$ cat config.mk
export PLATFORM = sky130hd
export DESIGN_NAME = raster_timer
export DESIGN_NICKNAME = d
export VERILOG_FILES = /design/src/rtl/raster_timer_pkg.sv /design/src/rtl/raster_timer_ctrl.sv /design/src/rtl/raster_timer_dp.sv /design/src/rtl/raster_timer.sv
export SDC_FILE = /design/constraint.sdc
export NUM_CORES = 1
export LEC_CHECK = 0
export BUFFER_PORTS_ARGS = -buffer_cell sky130_fd_sc_hd__buf_4
export CAP_MARGIN = 20
export CORE_ASPECT_RATIO = 0.7
export CORE_UTILIZATION = 40
export CTS_CLUSTER_DIAMETER = 150
export CTS_CLUSTER_SIZE = 12
export DETAILED_ROUTE_END_ITERATION = 7
export GPL_TIMING_DRIVEN = 0
export HOLD_SLACK_MARGIN = 0.12
export SYNTH_ARGS = -nofsm -noshare
export SYNTH_HDL_FRONTEND = slang
export SYNTH_SLANG_ARGS = --single-unit
$ cat constraint.sdc
create_clock -name clk -period 2.42 [get_ports clk]
set_input_delay 0.363 -clock clk [delete_from_list [all_inputs] [get_ports clk]]
set_output_delay 0.363 -clock clk [all_outputs]
set_load 0.01 [all_outputs]
$ cat src/rtl/raster_timer_pkg.sv
package raster_timer_pkg;

  // Strobes from the control to the datapath, valid in the current cycle.
  typedef struct packed {
    logic lineEnd;   // last character time of a line
    logic rowEnd;    // last character of the last line of a character row
    logic frameEnd;  // last character of the last line of the frame
  } rasterStrobe_t;

endpackage

$ cat src/rtl/raster_timer_ctrl.sv
module raster_timer_ctrl
  import raster_timer_pkg::*;
#(
  parameter int CHARS_PER_LINE = 100,
  parameter int LINES_PER_ROW  = 10,
  parameter int LINES_60HZ     = 262,
  parameter int LINES_50HZ     = 314,
  parameter int CHAR_W         = 7,
  parameter int LINE_W         = 9,
  parameter int SUB_W          = 4
) (
  input  logic              clk,
  input  logic              rstN,
  input  logic              mode50,
  input  logic [CHAR_W-1:0] charCnt,
  input  logic [LINE_W-1:0] lineCnt,
  input  logic [SUB_W-1:0]  subLine,
  output rasterStrobe_t     strobe,
  output logic [LINE_W-1:0] lastLine
);

  localparam logic [CHAR_W-1:0] LAST_CHAR = CHAR_W'(CHARS_PER_LINE - 1);
  localparam logic [SUB_W-1:0]  LAST_SUB  = SUB_W'(LINES_PER_ROW - 1);
  localparam logic [LINE_W-1:0] LAST_60   = LINE_W'(LINES_60HZ - 1);
  localparam logic [LINE_W-1:0] LAST_50   = LINE_W'(LINES_50HZ - 1);

  logic use50;

  // The frame-rate choice is taken only at the frame boundary.
  always_ff @(posedge clk) begin
    if (!rstN)                use50 <= 1'b0;
    else if (strobe.frameEnd) use50 <= mode50;
  end

  assign lastLine = use50 ? LAST_50 : LAST_60;

  always_comb begin
    strobe.lineEnd  = (charCnt == LAST_CHAR);
    strobe.rowEnd   = strobe.lineEnd && (subLine == LAST_SUB);
    strobe.frameEnd = strobe.lineEnd && (lineCnt == lastLine);
  end

endmodule

$ cat src/rtl/raster_timer_dp.sv
module raster_timer_dp
  import raster_timer_pkg::*;
#(
  parameter int CHARS_PER_LINE = 100,
  parameter int ACTIVE_CHARS   = 80,
  parameter int HSYNC_FIRST    = 84,
  parameter int HSYNC_LAST     = 91,
  parameter int ACTIVE_ROWS    = 12,
  parameter int VSYNC_FIRST    = 190,
  parameter int VSYNC_LAST     = 192,
  parameter int CHAR_W         = 7,
  parameter int LINE_W         = 9,
  parameter int SUB_W          = 4,
  parameter int ROW_W          = 6
) (
  input  logic              clk,
  input  logic              rstN,
  input  rasterStrobe_t     strobe,
  input  logic [LINE_W-1:0] lastLine,
  output logic [CHAR_W-1:0] charCnt,
  output logic [LINE_W-1:0] lineCnt,
  output logic [SUB_W-1:0]  subLine,
  output logic [ROW_W-1:0]  rowCnt,
  output logic              hBlank,
  output logic              hSync,
  output logic              vBlank,
  output logic              vSync,
  output logic              displayOn,
  output logic              frameEnd
);

  localparam logic [CHAR_W-1:0] LAST_CHAR = CHAR_W'(CHARS_PER_LINE - 1);
  localparam logic [CHAR_W-1:0] HB_START  = CHAR_W'(ACTIVE_CHARS);
  localparam logic [CHAR_W-1:0] HS_FIRST  = CHAR_W'(HSYNC_FIRST);
  localparam logic [CHAR_W-1:0] HS_LAST   = CHAR_W'(HSYNC_LAST);
  localparam logic [ROW_W-1:0]  VB_ROW    = ROW_W'(ACTIVE_ROWS);
  localparam logic [LINE_W-1:0] VS_FIRST  = LINE_W'(VSYNC_FIRST);
  localparam logic [LINE_W-1:0] VS_LAST   = LINE_W'(VSYNC_LAST);

  logic [CHAR_W-1:0] nChar;
  logic [LINE_W-1:0] nLine;
  logic [SUB_W-1:0]  nSub;
  logic [ROW_W-1:0]  nRow;
  logic nHBlank, nVBlank;

  // Next position of the beam.
  always_comb begin
    nChar = charCnt + 1'b1;
    nLine = lineCnt;
    nSub  = subLine;
    nRow  = rowCnt;
    if (strobe.frameEnd) begin
      nChar = '0;
      nLine = '0;
      nSub  = '0;
      nRow  = '0;
    end else if (strobe.lineEnd) begin
      nChar = '0;
      nLine = lineCnt + 1'b1;
      if (strobe.rowEnd) begin
        nSub = '0;
        nRow = rowCnt + 1'b1;
      end else begin
        nSub = subLine + 1'b1;
      end
    end
  end

  // Decode the next position so that outputs line up with the counters.
  assign nHBlank = (nChar >= HB_START);
  assign nVBlank = (nRow >= VB_ROW);

  always_ff @(posedge clk) begin
    if (!rstN) begin
      charCnt   <= '0;
      lineCnt   <= '0;
      subLine   <= '0;
      rowCnt    <= '0;
      hBlank    <= 1'b0;
      hSync     <= 1'b0;
      vBlank    <= 1'b0;
      vSync     <= 1'b0;
      displayOn <= 1'b1;
      frameEnd  <= 1'b0;
    end else begin
      charCnt   <= nChar;
      lineCnt   <= nLine;
      subLine   <= nSub;
      rowCnt    <= nRow;
      hBlank    <= nHBlank;
      hSync     <= (nChar >= HS_FIRST) && (nChar <= HS_LAST);
      vBlank    <= nVBlank;
      vSync     <= (nLine >= VS_FIRST) && (nLine <= VS_LAST);
      displayOn <= !nHBlank && !nVBlank;
      frameEnd  <= (nLine == lastLine) && (nChar == LAST_CHAR);
    end
  end

endmodule

$ cat src/rtl/raster_timer.sv
module raster_timer
  import raster_timer_pkg::*;
#(
  parameter int CHARS_PER_LINE = 100,
  parameter int ACTIVE_CHARS   = 80,
  parameter int HSYNC_FIRST    = 84,
  parameter int HSYNC_LAST     = 91,
  parameter int LINES_PER_ROW  = 10,
  parameter int ACTIVE_ROWS    = 12,
  parameter int LINES_60HZ     = 262,
  parameter int LINES_50HZ     = 314,
  parameter int VSYNC_FIRST    = 190,
  parameter int VSYNC_LAST     = 192,
  localparam int MAX_LINES     = (LINES_50HZ > LINES_60HZ) ? LINES_50HZ : LINES_60HZ,
  localparam int MAX_ROWS      = (MAX_LINES + LINES_PER_ROW - 1) / LINES_PER_ROW,
  localparam int CHAR_W        = $clog2(CHARS_PER_LINE),
  localparam int LINE_W        = $clog2(MAX_LINES),
  localparam int SUB_W         = $clog2(LINES_PER_ROW + 1),
  localparam int ROW_W         = $clog2(MAX_ROWS + 1)
) (
  input  logic              clk,
  input  logic              rstN,
  input  logic              mode50,
  output logic              hBlank,
  output logic              hSync,
  output logic              vBlank,
  output logic              vSync,
  output logic              displayOn,
  output logic              frameEnd,
  output logic [LINE_W-1:0] lineNum,
  output logic [ROW_W-1:0]  charRow
);

  rasterStrobe_t     strobe;
  logic [LINE_W-1:0] lastLine;
  logic [CHAR_W-1:0] charCnt;
  logic [SUB_W-1:0]  subLine;

  raster_timer_ctrl #(
    .CHARS_PER_LINE(CHARS_PER_LINE),
    .LINES_PER_ROW (LINES_PER_ROW),
    .LINES_60HZ    (LINES_60HZ),
    .LINES_50HZ    (LINES_50HZ),
    .CHAR_W        (CHAR_W),
    .LINE_W        (LINE_W),
    .SUB_W         (SUB_W)
  ) u_ctrl (
    .clk     (clk),
    .rstN    (rstN),
    .mode50  (mode50),
    .charCnt (charCnt),
    .lineCnt (lineNum),
    .subLine (subLine),
    .strobe  (strobe),
    .lastLine(lastLine)
  );

  raster_timer_dp #(
    .CHARS_PER_LINE(CHARS_PER_LINE),
    .ACTIVE_CHARS  (ACTIVE_CHARS),
    .HSYNC_FIRST   (HSYNC_FIRST),
    .HSYNC_LAST    (HSYNC_LAST),
    .ACTIVE_ROWS   (ACTIVE_ROWS),
    .VSYNC_FIRST   (VSYNC_FIRST),
    .VSYNC_LAST    (VSYNC_LAST),
    .CHAR_W        (CHAR_W),
    .LINE_W        (LINE_W),
    .SUB_W         (SUB_W),
    .ROW_W         (ROW_W)
  ) u_dp (
    .clk      (clk),
    .rstN     (rstN),
    .strobe   (strobe),
    .lastLine (lastLine),
    .charCnt  (charCnt),
    .lineCnt  (lineNum),
    .subLine  (subLine),
    .rowCnt   (charRow),
    .hBlank   (hBlank),
    .hSync    (hSync),
    .vBlank   (vBlank),
    .vSync    (vSync),
    .displayOn(displayOn),
    .frameEnd (frameEnd)
  );

endmodule

==> run_results.csv <==
group,metric,value,unit
route,wirelength,4424,um
logic_synthesis,synth_area,0.001884,mm^2
global_routing,grtUsageTotal,19.87,%
worst_setup_path,r2r_slack,100,ps
cells_and_area,antenna_cells,0,
placement,routabilityCongestion,0.8904,
cells_and_area,finalNetCount,263,
clock_network,clkTransAtPathRegs,70,ps
placement,place_hpwl,3356,um
sta,period_share,95.77,%
logic_synthesis,synth_top_flop_cell,"dfxtp_1",
route,first_pass_iters,7,
clock_network,clk_path_buf_depth,2,
logic_synthesis,synth_top_area_share,35.06,%
worst_setup_path,crit_chain,"ha_2 > and4bb_2 > nand2_4 > or3_1 > o211ai_1 > or4b_4 > a211oi_2",
logic_synthesis,syn_nets,231,
die,io_pins,24,
route,drc,2,
clock_network,numCtsBuffers,5,
die,design.core.area,0.004429,mm^2
sta,hold_violations,0,
die,initial_core_util,42.54,%
cells_and_area,multi_input_area,0.001139,mm^2
power_and_ir_drop,leakage,0.8439,nW
logic_synthesis,synthesis.yosys.warnings,0,
sta,finalMaxSlewViolations,0,
global_routing,overflow,0,
clock_network,clk_latency,280,ps
cells_and_area,fillCellCount,459,
worst_setup_path,crit_type,"register to register",
worst_setup_path,crit_family,"simple AND/OR/NAND/NOR gates",
status,outcome,"finished, violations left",
logic_synthesis,synth_edf_count,0,
sta,fmax,0.4315,GHz
cells_and_area,final_common_cell,"dfxtp_1",
status,violations,"design-rule violations",
worst_setup_path,cp_max_fo,6,
sta,min_period,2318,ps
die,die_x,84.04,um
worst_setup_path,regToRegStartpoint,"u_dp.charCnt[0]$_SDFF_PN0_",
global_routing,grt_pass1_vias,1529,
clock_network,clock-sinks,33,
cells_and_area,final_area,0.002243,mm^2
global_routing,grt_pass1_wl,7548,um
logic_synthesis,synthCells,221,
sta,rsz0062_at_grt,"no",
sta,setup_viol,0,
sta,relSlewSlack,65.70,%
power_and_ir_drop,cellPowerDensity,444.6,mW/mm^2
logic_synthesis,ys_top_cells_by_area,"dfxtp_1, nor2_1, ha_1",
die,rows,20,
worst_setup_path,critPathArrivalTime,2510,ps
worst_setup_path,slowest_stage,"or4b_4",
sta,layout_setup_ws,102.5,ps
clock_network,htreeDepth,2,
die,die_h,59.43,um
clock_network,root_buffer,"clkbuf_8",
min_path,hp-start,"mode50",
min_path,whs_endpoint,"u_ctrl.use50$_SDFFE_PN0P_",
route,wl_per_cell,14.32,um
worst_setup_path,slowest_delay,500,ps
job,max_cap_violations,0,
placement,port-buffer-count,23,
route,drt_iter0_drc,112,
worst_setup_path,cp.required,2620,ps
worst_setup_path,start_kind,"register",
worst_setup_path,crit_path_end_kind,"register",
worst_setup_path,ff2ff_path_depth,7,
global_routing,grt_max_degree,11,
power_and_ir_drop,total_power,0.0009975,W
logic_synthesis,synth_top_area_cell,"dfxtp_1",
route,antenna_left,0,
sta,worstMarginPinSlew,509.2,ps
cells_and_area,areaGrowthSynthToFinish,19.06,%
logic_synthesis,avgSynthCellArea,8.526,um^2
power_and_ir_drop,vdd_drop_max,0.2779,mV
worst_setup_path,r2r_end,"u_dp.vSync$_SDFF_PN0_",
logic_synthesis,seq_area_frac_synth,35.06,%
cells_and_area,drive_gt1_share,23.23,%
placement,dp_slack,-19.21,ps
clock_network,hold_buffers,0,
worst_setup_path,cp_num_buf_inv,0,
min_path,hp-class,"input port to register",
global_routing,antenna_found_initial,0,
sta,fin_skew,3.343,ps
cells_and_area,seq_area,666.9,um^2
logic_synthesis,ys_ff_latch,33,
route,vias,1693,
cells_and_area,final_cell_mix,"dfxtp_1, nor2_1, buf_4",
logic_synthesis,synthArstFlopShare,0,%
logic_synthesis,ys_types,55,
route,viasPerCell,5.479,
clock_network,cts_tree,"yes",
placement,place_area,0.002126,mm^2
min_path,hold_depth,3,
die,die_area,0.004994,mm^2
==> Yosys cell counts (all sizes together) (2+ instances only) <==
library cell,n
o211ai,2
and2,4
clkbuf,4
nor3,10
a21oi,7
mux2i,4
buf,7
inv,5
or2b,2
nor4,7
nand3b,5
nor2,31
or4b,2
xnor2,9
a211oi,4
nand4,7
o21ai,8
xor2,7
nand2,17
o31ai,3
nand3,13
or3,3
dfxtp,33
ha,7
a31oi,2
==> metal layers <==
metal  up-vias  global-route usage (%)  wire length [um]
li1        863                       -                 -
met1       775                   29.08              2313
met2        48                   28.45              1717
met3         7                   4.875               345
met4         0                   6.650                48
met5         -                       0                 0
==> stage by stage <==
step	util (%)	TNS [ps]	hold WS [ps]	instances
after floorplan	-	0	451.7	221
after global placement	47.99	-11.00	471.8	299
after detailed placement	47.99	-83.80	487.9	299
after CTS	49.97	0	318.6	308
after global routing	50.65	0	344.0	309
final	50.65	0	322.5	309
==> worst max-delay path by stage <==
stage	depth (start not counted)	slack (ps)	from	endpoint
6_report	7	100	u_dp.charCnt[0]$_SDFF_PN0_	u_dp.vSync$_SDFF_PN0_
5_1_grt	6	3	u_dp.charCnt[6]$_SDFF_PN0_	u_dp.vSync$_SDFF_PN0_
4_1_cts	6	10	u_dp.lineCnt[0]$_SDFF_PN0_	u_dp.vSync$_SDFF_PN0_
3_5_place_dp	7	-20	u_dp.lineCnt[0]$_SDFF_PN0_	u_dp.lineCnt[1]$_SDFF_PN0_
3_3_place_gp	7	-5	u_dp.lineCnt[0]$_SDFF_PN0_	u_dp.lineCnt[2]$_SDFF_PN0_
2_1_floorplan	6	190	u_dp.lineCnt[0]$_SDFF_PN0_	u_dp.vSync$_SDFF_PN0_
==> cell type report <==
class	instances	share of cell area, %
Sequential cell	33	29.73
Clock buffer	8	3.569
Timing Repair Buffer	25	8.366
Inverter	5	0.8366
Buffer	11	3.681
Multi-Input combinational cell	172	50.75
Tap cell	55	3.067
==> state kept, by name, summed over array words and instances (netlist names) <==
name and flops:
u_dp.lineCnt 9, u_dp.charCnt 7, u_dp.rowCnt 6, u_dp.subLine 4, u_ctrl.use50 1, u_dp.displayOn 1
u_dp.frameEnd 1, u_dp.hBlank 1, u_dp.hSync 1, u_dp.vBlank 1, u_dp.vSync 1
==> worst register-to-register path, cell delays in order, from the launching register on <==
cell      delay, ps
dfxtp_4         380
ha_2            200
and4bb_2        310
nand2_4         100
or3_1           360
o211ai_1        150
or4b_4          500
a211oi_2        240
==> cell families after synthesis <==
| group | synth area share, % |
|---|---|
| xor gates and xnor gates | 7.437 |
| muxes | 2.722 |
| DFF | 35.06 |
| and+or+nand+nor | 33.14 |
| buffers and inverters | 5.112 |
| adders and majority gates | 4.648 |
| AOI/OAI and AO/OA | 11.89 |
==> report_power, final <==
| group | internal, W | total [W] | switching [W] |
|---|---|---|---|
| clock network | 0.000204 | 0.000394 | 0.000190 |
| logic | 0.0000199 | 0.0000477 | 0.0000278 |
| registers | 0.000549 | 0.000556 | 0.00000669 |
==> timing repair <==
item	in CTS	in global routing
endpoints found under the hold margin	0	0
gates resized for setup	0	13
endpoints found under the setup margin	10	14
setup buffers	1	1
pin swaps	1	0
Power figures use the tool's default switching activity.
